<file path="config.mk">
export PLATFORM = sky130hd
export DESIGN_NAME = tile_speed_ctrl
export DESIGN_NICKNAME = d
export VERILOG_FILES = /design/src/rtl/speed_pkg.sv /design/src/rtl/blk_window.sv /design/src/rtl/blk_decide.sv /design/src/rtl/step_sequencer.sv /design/src/rtl/tile_speed_ctrl.sv
export SDC_FILE = /design/constraint.sdc
export NUM_CORES = 1
export LEC_CHECK = 0
export ABC_AREA = 1
export BUFFER_PORTS_ARGS = -buffer_cell sky130_fd_sc_hd__buf_2
export CORE_MARGIN = 2
export CORE_UTILIZATION = 60
export DETAILED_ROUTE_END_ITERATION = 16
export PLACE_DENSITY = 0.8
export SLEW_MARGIN = 15
export SYNTH_ARGS = -nofsm -noshare
export SYNTH_HDL_FRONTEND = slang
export SYNTH_SLANG_ARGS = --single-unit
export TNS_END_PERCENT = 20
</file>
<file path="constraint.sdc">
create_clock -name clk -period 3.65 [get_ports clk]
set_input_delay 0.9125 -clock clk [delete_from_list [all_inputs] [get_ports clk]]
set_output_delay 0.9125 -clock clk [all_outputs]
set_load 0.005 [all_outputs]
</file>
<file path="src/rtl/speed_pkg.sv">
`timescale 1ns/1ps
package speed_pkg;
    localparam int LVL_W = 2;
    typedef logic [LVL_W-1:0] lvl_t;
    localparam lvl_t LVL_FAST = 2'd0;
    localparam lvl_t LVL_SLOW = 2'd3;

    typedef enum logic [1:0] {DEC_HOLD, DEC_UP, DEC_DOWN} dec_e;
    typedef enum logic {SQ_IDLE, SQ_SETTLE} seq_e;

    typedef struct packed {
        lvl_t clk_div;
        lvl_t volt;
    } opoint_t;

    function automatic lvl_t volt_for(lvl_t l);
        return lvl_t'(LVL_SLOW - l);
    endfunction

    function automatic opoint_t op_for(lvl_t l);
        opoint_t o;
        o.clk_div = l;
        o.volt    = volt_for(l);
        return o;
    endfunction
endpackage

</file>
<file path="src/rtl/blk_window.sv">
`timescale 1ns/1ps
module blk_window #(
    parameter int WIN_W = 8
) (
    input  logic             clk,
    input  logic             rst,
    input  logic             in_blk,
    input  logic             out_blk,
    input  logic [WIN_W-1:0] win_len,
    output logic             done,
    output logic [WIN_W-1:0] tot_in,
    output logic [WIN_W-1:0] tot_out
);
    logic [WIN_W-1:0] wcnt, acc_in, acc_out;
    logic [WIN_W:0]   wnext;
    logic             last;

    assign wnext = {1'b0, wcnt} + (WIN_W+1)'(1);
    assign last  = wnext >= {1'b0, win_len};

    always_ff @(posedge clk) begin
        if (rst) begin
            wcnt    <= '0;
            acc_in  <= '0;
            acc_out <= '0;
            tot_in  <= '0;
            tot_out <= '0;
            done    <= 1'b0;
        end else if (last) begin
            tot_in  <= acc_in + WIN_W'(in_blk);
            tot_out <= acc_out + WIN_W'(out_blk);
            acc_in  <= '0;
            acc_out <= '0;
            wcnt    <= '0;
            done    <= 1'b1;
        end else begin
            acc_in  <= acc_in + WIN_W'(in_blk);
            acc_out <= acc_out + WIN_W'(out_blk);
            wcnt    <= wcnt + WIN_W'(1);
            done    <= 1'b0;
        end
    end

    // a window longer than one cycle never closes on consecutive edges
    a_r2_done_spacing: assert property (@(posedge clk) disable iff (rst)
        (done && win_len > WIN_W'(1)) |=> !done);
endmodule

</file>
<file path="src/rtl/blk_decide.sv">
`timescale 1ns/1ps
module blk_decide
    import speed_pkg::*;
#(
    parameter int WIN_W = 8
) (
    input  logic [WIN_W-1:0] tot_in,
    input  logic [WIN_W-1:0] tot_out,
    input  logic [WIN_W-1:0] threshold,
    output dec_e             dec
);
    logic signed [WIN_W+1:0] diff, thr_s;

    always_comb begin
        diff  = $signed({2'b00, tot_in}) - $signed({2'b00, tot_out});
        thr_s = $signed({2'b00, threshold});
        if (diff > thr_s)       dec = DEC_UP;
        else if (diff < -thr_s) dec = DEC_DOWN;
        else                    dec = DEC_HOLD;
    end
endmodule

</file>
<file path="src/rtl/step_sequencer.sv">
`timescale 1ns/1ps
module step_sequencer
    import speed_pkg::*;
#(
    parameter int SET_W = 4
) (
    input  logic             clk,
    input  logic             rst,
    input  logic             valid,
    input  dec_e             dec,
    input  logic [SET_W-1:0] settle_len,
    output lvl_t             clk_div_sel,
    output lvl_t             volt_sel
);
    seq_e             state;
    lvl_t             lvl;
    logic [SET_W-1:0] cnt;
    opoint_t          out_q;

    always_ff @(posedge clk) begin
        if (rst) begin
            state <= SQ_IDLE;
            lvl   <= LVL_FAST;
            cnt   <= '0;
            out_q <= op_for(LVL_FAST);
        end else begin
            case (state)
                SQ_IDLE: begin
                    if (valid && dec == DEC_UP && lvl != LVL_FAST) begin
                        lvl        <= lvl_t'(lvl - 2'd1);
                        out_q.volt <= volt_for(lvl_t'(lvl - 2'd1));
                        cnt        <= settle_len;
                        state      <= SQ_SETTLE;
                    end else if (valid && dec == DEC_DOWN && lvl != LVL_SLOW) begin
                        lvl           <= lvl_t'(lvl + 2'd1);
                        out_q.clk_div <= lvl_t'(lvl + 2'd1);
                        cnt           <= settle_len;
                        state         <= SQ_SETTLE;
                    end
                end
                SQ_SETTLE: begin
                    if (cnt == '0) begin
                        out_q <= op_for(lvl);
                        state <= SQ_IDLE;
                    end else begin
                        cnt <= cnt - SET_W'(1);
                    end
                end
                default: state <= SQ_IDLE;
            endcase
        end
    end

    assign clk_div_sel = out_q.clk_div;
    assign volt_sel    = out_q.volt;

    a_r1_reset_point: assert property (@(posedge clk)
        rst |=> (clk_div_sel == LVL_FAST && volt_sel == LVL_SLOW));

    a_r9_supply_covers_clock: assert property (@(posedge clk) disable iff (rst)
        ({1'b0, volt_sel} + {1'b0, clk_div_sel}) >= 3'd3);

    a_r9_one_output_moves: assert property (@(posedge clk) disable iff (rst)
        $stable(clk_div_sel) || $stable(volt_sel));

    a_r9_settled_pair: assert property (@(posedge clk) disable iff (rst)
        (state == SQ_IDLE) |-> (volt_sel == volt_for(clk_div_sel)));

    a_r10_busy_discard: assert property (@(posedge clk) disable iff (rst)
        (state == SQ_SETTLE && valid) |=> $stable(lvl));
endmodule

</file>
<file path="src/rtl/tile_speed_ctrl.sv">
`timescale 1ns/1ps
module tile_speed_ctrl
    import speed_pkg::*;
#(
    parameter int WIN_W = 8,
    parameter int SET_W = 4
) (
    input  logic             clk,
    input  logic             rst,
    input  logic             in_blocked,
    input  logic             out_blocked,
    input  logic [WIN_W-1:0] win_len,
    input  logic [WIN_W-1:0] threshold,
    input  logic [SET_W-1:0] settle_len,
    output logic [1:0]       clk_div_sel,
    output logic [1:0]       volt_sel
);
    logic             win_done;
    logic [WIN_W-1:0] tot_in, tot_out;
    dec_e             dec;
    lvl_t             csel, vsel;

    blk_window #(.WIN_W(WIN_W)) u_window (
        .clk(clk), .rst(rst), .in_blk(in_blocked), .out_blk(out_blocked),
        .win_len(win_len), .done(win_done), .tot_in(tot_in), .tot_out(tot_out)
    );

    blk_decide #(.WIN_W(WIN_W)) u_decide (
        .tot_in(tot_in), .tot_out(tot_out), .threshold(threshold), .dec(dec)
    );

    step_sequencer #(.SET_W(SET_W)) u_seq (
        .clk(clk), .rst(rst), .valid(win_done), .dec(dec),
        .settle_len(settle_len), .clk_div_sel(csel), .volt_sel(vsel)
    );

    assign clk_div_sel = csel;
    assign volt_sel    = vsel;
endmodule

</file>
==> results of run 1 <==
==> layout make-up <==
class                      instances  area (µm²)  share of cell area (%)
multi-input combinational        317        1990                    54.4
sequential                        52        1040                    28.4
inverter                          76         285                    7.79
timing repair buffer              28         143                    3.89
tap                               72        90.1                    2.46
clock buffer                       5        68.8                    1.88
clock inverter                     3        42.5                    1.16
==> registers in the layout, summed over array words and instances (netlist names) <==
register	cells
u_window.done	1
u_seq.volt_sel	2
u_seq.clk_div_sel	2
u_window.acc_out	8
u_window.acc_in	8
u_window.tot_out	8
u_window.tot_in	8
u_window.wcnt	8
u_seq.cnt	4
u_seq.state	1
u_seq.lvl	2
==> placed cells by master, fill, tap and decap left out, drive strengths merged, types with 14 or more instances in the layout <==
| master | n |
|---|---|
| o21ai | 14 |
| buf | 28 |
| dfxtp | 52 |
| inv | 73 |
| nand2 | 81 |
| ha | 38 |
| nor2 | 60 |
| xor2 | 20 |
| nand3 | 40 |
==> cell usage after synthesis, types with 4 or more instances <==
| library cell | count |
|---|---|
| nand2_2 | 9 |
| o21ai_0 | 14 |
| nor2_1 | 56 |
| o22ai_1 | 8 |
| ha_1 | 38 |
| xnor2_1 | 9 |
| nand4_1 | 13 |
| xor2_1 | 20 |
| nor3_1 | 4 |
| dfxtp_1 | 52 |
| nand2_1 | 70 |
| a21oi_1 | 12 |
| inv_1 | 71 |
| nand3_1 | 34 |
| nand3_2 | 6 |
==> per-stage QoR <==
| stage | area [µm²] | hold WS [ns] |
|---|---|---|
| 6_report | 3660 | 0.460 |
| 2_1_floorplan | 3350 | 0.433 |
| 4_1_cts | 3660 | 0.468 |
| 3_5_place_dp | 3550 | 0.444 |
| 3_3_place_gp | 3550 | 0.437 |
| 5_1_grt | 3660 | 0.487 |
==> report_power, final <==
group	switching, W	total, W	internal [W]	leakage (nW)
registers	0.00000514	0.000581	0.000576	0.420
clock network	0.000185	0.000388	0.000203	0.0541
logic	0.0000742	0.000123	0.0000490	1.34
==> per-layer routing <==
metal	global-route usage (%)	vias to the layer above	part of all wire, %
li1	-	1513	-
met1	25.7	1286	47
met2	40.3	40	49
met3	3.30	11	2.5
met4	7.19	0	1.6
met5	0	-	0
==> how the worst max path moves through the flow <==
stage / from / endpoint / slack, ns / depth (start not counted)
3_5_place_dp: u_window.tot_in[0] / u_seq.cnt[1] / 0.46 / 26
6_report: u_window.tot_in[0] / u_seq.cnt[1] / 0.45 / 26
3_3_place_gp: threshold[0] / u_seq.cnt[2] / 0.56 / 22
2_1_floorplan: u_window.tot_in[0] / u_seq.cnt[2] / 0.78 / 26
5_1_grt: u_window.tot_in[0] / u_seq.cnt[0] / 0.11 / 26
4_1_cts: u_window.tot_in[0] / u_seq.cnt[1] / 0.46 / 26
==> worst reg2reg max path, delay by kind of cell, from the launching register on <==
kind	cells	cell delay (ns)
buffers and inverters	4	0.23
AND/OR/NAND/NOR	18	1.45
AO/OA/AOI/OAI	1	0.20
adder cells (fa/ha/maj)	3	0.88
flip-flops	1	0.31
==> logic make-up (layout without fill, tap and decap cells) <==
logic type	count (synthesis)	in the layout	share of synthesized area [%]
simple gates	200	200	27.8
buf+inv	82	112	9.48
flops	52	52	31.1
compound gates	48	48	8.96
fa+ha+maj	39	39	14.8
xor+xnor	29	29	7.58
mux	1	1	0.299
==> out/metrics.cfg, run 1 <==
[clock_tree]
hold_buffers=0
h-tree-depth=2
cts_buffer_depth=2
cts_tree=yes
root_buffer=clkbuf_8
clock_latency_ns=0.31
post_cts_buffers=0
clk_pin_slew_worst_paths_ns=0.09
cts.sinks=52
cts_buffers=5
cts_resized=0

[floorplanning]
initial_utilization_pct=61.6
dieHeight_um=78.7
die_area_um2=6200
io_pins=28
coreArea_um2=5440
die_w_um=78.7
rows=27

[route]
ant_nets=0
drc_errors=0
drt_pass1_iterations=4
viasPerCell=5.15
avgRoutedWirePerCell_um=11.2
first_iter_violations=105
routed_wl_um=6190
vias=2850

[cells_and_area]
n_fill_cell=458
utilization_pct=67.4
drive_gt1_share_pct=13.1
final_nets=543
syn_to_final_growth_pct=9.29
antenna_cells=0
stdcell_count=553

[logic_synthesis]
yosys-top-cells-area=dfxtp_1 31%, ha_1 14%, inv_1 8.0%
syn_area_per_cell_um2=7.43
synth_top_area_share_pct=31.1
synth_cells=451
synth_fp_nets=514
synth_flop_cell=dfxtp_1
yosysUniqueCellTypes=36
synth_edf_count=0
synth-async-reset-ratio_pct=0
synth_area_leader_cell=dfxtp_1
syn_area_um2=3350
ys_seq_area_share_pct=31.1
synth_seq_cells=52
ys.warnings.count=0

[worst_hold_path]
hold_path_depth=2
whs_endpoint=u_seq.volt_sel[1]
hold_path_class=reg -> reg
min-delay-start=u_seq.volt_sel[1]

[pwr]
powerDensity_nw_per_um2=298
vdd_drop_max_mv=0.201
p_leak_nw=1.82
total_power_w=0.00109

[sta]
fin_crit_ns=3.20
max_freq_mhz=313
finalSetupViolCount=0
tightest_slew_ns=0.519
slew_viol_final=0
skew_ns=0.00843
finalHoldViolations=0
rsz0062_at_grt=false
worst_slack_ns=0.451
finalCritPeriodShare_pct=87.6
finalSetupTns_ns=0
slew_headroom_pct=65.2

[worst_setup_path]
critPathBufInv=4
cpPeakStageDelay_ns=0.43
cp_common_cell=nand2_1
critPathArrivalTime_ns=3.40
end_kind=flip-flop
startpoint_type=flip-flop
crit_path_max_fanout=7
rrSetupSlack_ns=0.45
rr_endpoint=u_seq.cnt[1]
cp.required_ns=3.85
critical_path_class=reg -> reg
cp_slowest_cell=fa_1
critPathTopFamily=simple AND/OR/NAND/NOR gates
reg2reg_from=u_window.tot_in[0]
r2r_cells=26

[placed_design]
place.gp.congestion=0.879
place_inst=545
hpwl_um=4850
port_buffers=27
place_ws_ns=0.463

[outcome]
status=finished, final reports clean

[grt]
grt_pass1_vias=2715
grt_pass1_wl_um=11100
grt_max_degree=33
antenna_found_initial=0
track_usage_pct=21.8
grt-ovfl-total=0

[flow_run]
maxCapViolations=0

(Power assumes the default switching activity.)
==> run 2: changes to the inputs <==
--- a/config.mk
+++ b/config.mk
@@ -5,7 +5,6 @@
 export SDC_FILE = /design/constraint.sdc
 export NUM_CORES = 1
 export LEC_CHECK = 0
-export ABC_AREA = 1
 export BUFFER_PORTS_ARGS = -buffer_cell sky130_fd_sc_hd__buf_2
 export CORE_MARGIN = 2
 export CORE_UTILIZATION = 60
@@ -15,4 +14,3 @@
 export SYNTH_ARGS = -nofsm -noshare
 export SYNTH_HDL_FRONTEND = slang
 export SYNTH_SLANG_ARGS = --single-unit
-export TNS_END_PERCENT = 20
==> run 2 against run 1 <==
Effect of this change: the run now ends with setup timing left; clock skew fell by 0.0030 ns; worst setup slack got worse by 0.63 ns; synthesized cell count fell by 12%; sequential share of layout area fell by 4.1 points; fmax fell by 16%; via count rose by 14%; power rose by 25%; sequential cell count did not move.
==> out/metrics.cfg, run 2 <==
[sta]
finalCritPeriodShare_pct=105
slew_headroom_pct=57.2
tightest_slew_ns=0.641
max_freq_mhz=261
fin_crit_ns=3.83
finalSetupViolCount=10
finalHoldViolations=0
slew_viol_final=0
finalSetupTns_ns=-0.924
worst_slack_ns=-0.179
rsz0062_at_grt=true
skew_ns=0.00542

[logic_synthesis]
ys_seq_area_share_pct=30.9
yosys-top-cells-area=dfxtp_1 31%, ha_1 14%, inv_1 3.8%
synth_cells=395
synth_common_cells=52 x dfxtp_1, 38 x ha_1, 34 x inv_1
synth_edf_count=0
syn_area_um2=3370
synth-async-reset-ratio_pct=0
synth_seq_cells=52
syn_area_per_cell_um2=8.54
synth_area_leader_cell=dfxtp_1
ys.warnings.count=0
synth_flop_cell=dfxtp_1
synth_top_area_share_pct=30.9
yosysUniqueCellTypes=62
yosys.cell_count.top_type=dfxtp_1
synth_fp_nets=458

[grt]
grt-ovfl-total=0
antenna_found_initial=0
grt_pass1_wl_um=13900
grt_max_degree=28
track_usage_pct=28.0
grt_pass1_vias=3160

[clock_tree]
cts_tree=yes
clock_latency_ns=0.32
cts_buffers=5
h-tree-depth=2
hold_buffers=0
cts_buffer_depth=2
root_buffer=clkbuf_8
cts.sinks=52
clk_pin_slew_worst_paths_ns=0.10

[route]
vias=3253
ant_nets=0
drt_pass1_iterations=7
routed_wl_um=9010
first_iter_violations=143
viasPerCell=5.97
avgRoutedWirePerCell_um=16.5
drc_errors=0

[outcome]
status=finished with violations
violations=setup timing

[floorplanning]
dieHeight_um=79.0
coreArea_um2=5470
die_area_um2=6240
initial_utilization_pct=61.6
rows=27
io_pins=28
die_w_um=79.0

[worst_setup_path]
critical_path_class=reg -> reg
rrSetupSlack_ns=-0.18
crit_path_max_fanout=3
startpoint_type=flip-flop
reg2reg_from=u_window.tot_out[1]
critPathArrivalTime_ns=4.04
critPathCapture=u_seq.lvl[0]
crit_start=u_window.tot_out[1]
r2r_cells=16
end_kind=flip-flop
cp.required_ns=3.87
rr_endpoint=u_seq.lvl[0]

[placed_design]
place_area_um2=3870
place.gp.congestion=0.810
hpwl_um=5860
port_buffers=27
place_ws_ns=-0.322

[cells_and_area]
drive_gt1_share_pct=28.8
final_area_um2=4290
antenna_cells=0
layout_common_cells=51 x buf_4, 50 x dfxtp_1, 34 x ha_1
final_nets=535
final_common_cell=buf_4
syn_to_final_growth_pct=27.2

[pwr]
vdd_drop_max_mv=0.308
powerDensity_nw_per_um2=319
total_power_w=0.00137
p_leak_nw=1.84

[worst_hold_path]
hold_path_class=reg -> reg
min-delay-start=u_window.tot_in[0]

[flow_run]
maxCapViolations=0

-- run 2: changes by cell type after synthesis, moves of 7 or more --
cell | previous run | this run
o22ai_1 | 8 | 1
a211oi_1 | 0 | 13
o21a_1 | 2 | 10
nor2b_1 | 0 | 7
nand3_1 | 34 | 19
nor2_1 | 56 | 30
nor3_1 | 4 | 18
nand2_2 | 9 | 0
and2_1 | 0 | 12
inv_1 | 71 | 34
clkbuf_1 | 2 | 12
nand4_1 | 13 | 3
nand2_1 | 70 | 15
-- run 2: final cells by class --
cell class / count / area (µm²)
Tap cell: 72 / 90.1
Clock buffer: 6 / 72.6
Timing Repair Buffer: 82 / 563
Multi-Input combinational cell: 297 / 2360
Clock inverter: 2 / 38.8
Inverter: 34 / 128
Sequential cell: 52 / 1040
Fill cell: 369 / 1180
-- run 2: through the flow --
| stage | utilization, % | hold WS [ns] | std cells |
|---|---|---|---|
| after global routing | 78.4 | 0.494 | 545 |
| after floorplan | - | 0.433 | 395 |
| after global placement | 70.6 | 0.443 | 523 |
| after CTS | 76.0 | 0.473 | 542 |
| final | 78.4 | 0.473 | 545 |
| after detailed placement | 70.6 | 0.460 | 523 |
-- run 2: cells by family after synthesis --
| family | after synthesis | share of synthesized area, % |
|---|---|---|
| AOI/OAI and AO/OA | 92 | 19.3 |
| xor gates and xnor gates | 25 | 6.49 |
| DFF | 52 | 30.9 |
| buffers and inverters | 46 | 5.12 |
| and+or+nand+nor | 137 | 22.2 |
| adders and majority gates | 39 | 14.7 |
| muxes | 4 | 1.37 |
-- run 2: how the worst min path moves through the flow --
stage / endpoint / depth (start not counted)
2_1_floorplan: u_seq.cnt[0] / 1
3_3_place_gp: u_seq.volt_sel[1] / 2
3_5_place_dp: u_window.tot_in[0] / 2
4_1_cts: u_window.tot_in[0] / 2
5_1_grt: u_window.tot_in[0] / 2
6_report: u_window.tot_in[0] / 2
-- run 2: per-layer routing --
metal | vias to the layer above | track usage (%) | share of wire (%)
li1 | 1579 | - | -
met1 | 1517 | 32.7 | 42
met2 | 125 | 50.9 | 49
met3 | 32 | 4.09 | 4.6
met4 | 0 | 11.7 | 3.7
met5 | - | 0 | 0
-- run 2: critical path, stage by stage (launching register included) --
cell	delay, ns
dfxtp_2	0.36
inv_2	0.06
ha_4	0.20
nor2b_4	0.12
o2111a_1	0.23
o31a_1	0.25
o21a_1	0.18
nor2_2	0.11
xnor2_2	0.11
ha_4	0.30
nand2_2	0.07
mux2_4	0.27
or4b_4	0.56
and3_4	0.20
nand3b_4	0.18
a21oi_4	0.18
mux2_4	0.33
-- run 2: power by group --
part           total [W]  switching (W)  internal [W]
Sequential      0.000590     0.00000979      0.000580
Combinational   0.000368       0.000183      0.000185
Clock           0.000410       0.000202      0.000207
Total            0.00137       0.000395      0.000973
-- run 2: what timing repair did --
item | 4_1_cts | 5_1_grt
pin swaps | 14 | 21
endpoints found under the setup margin | 11 | 11
setup buffers | 11 | 4
gates resized for setup | 23 | 24
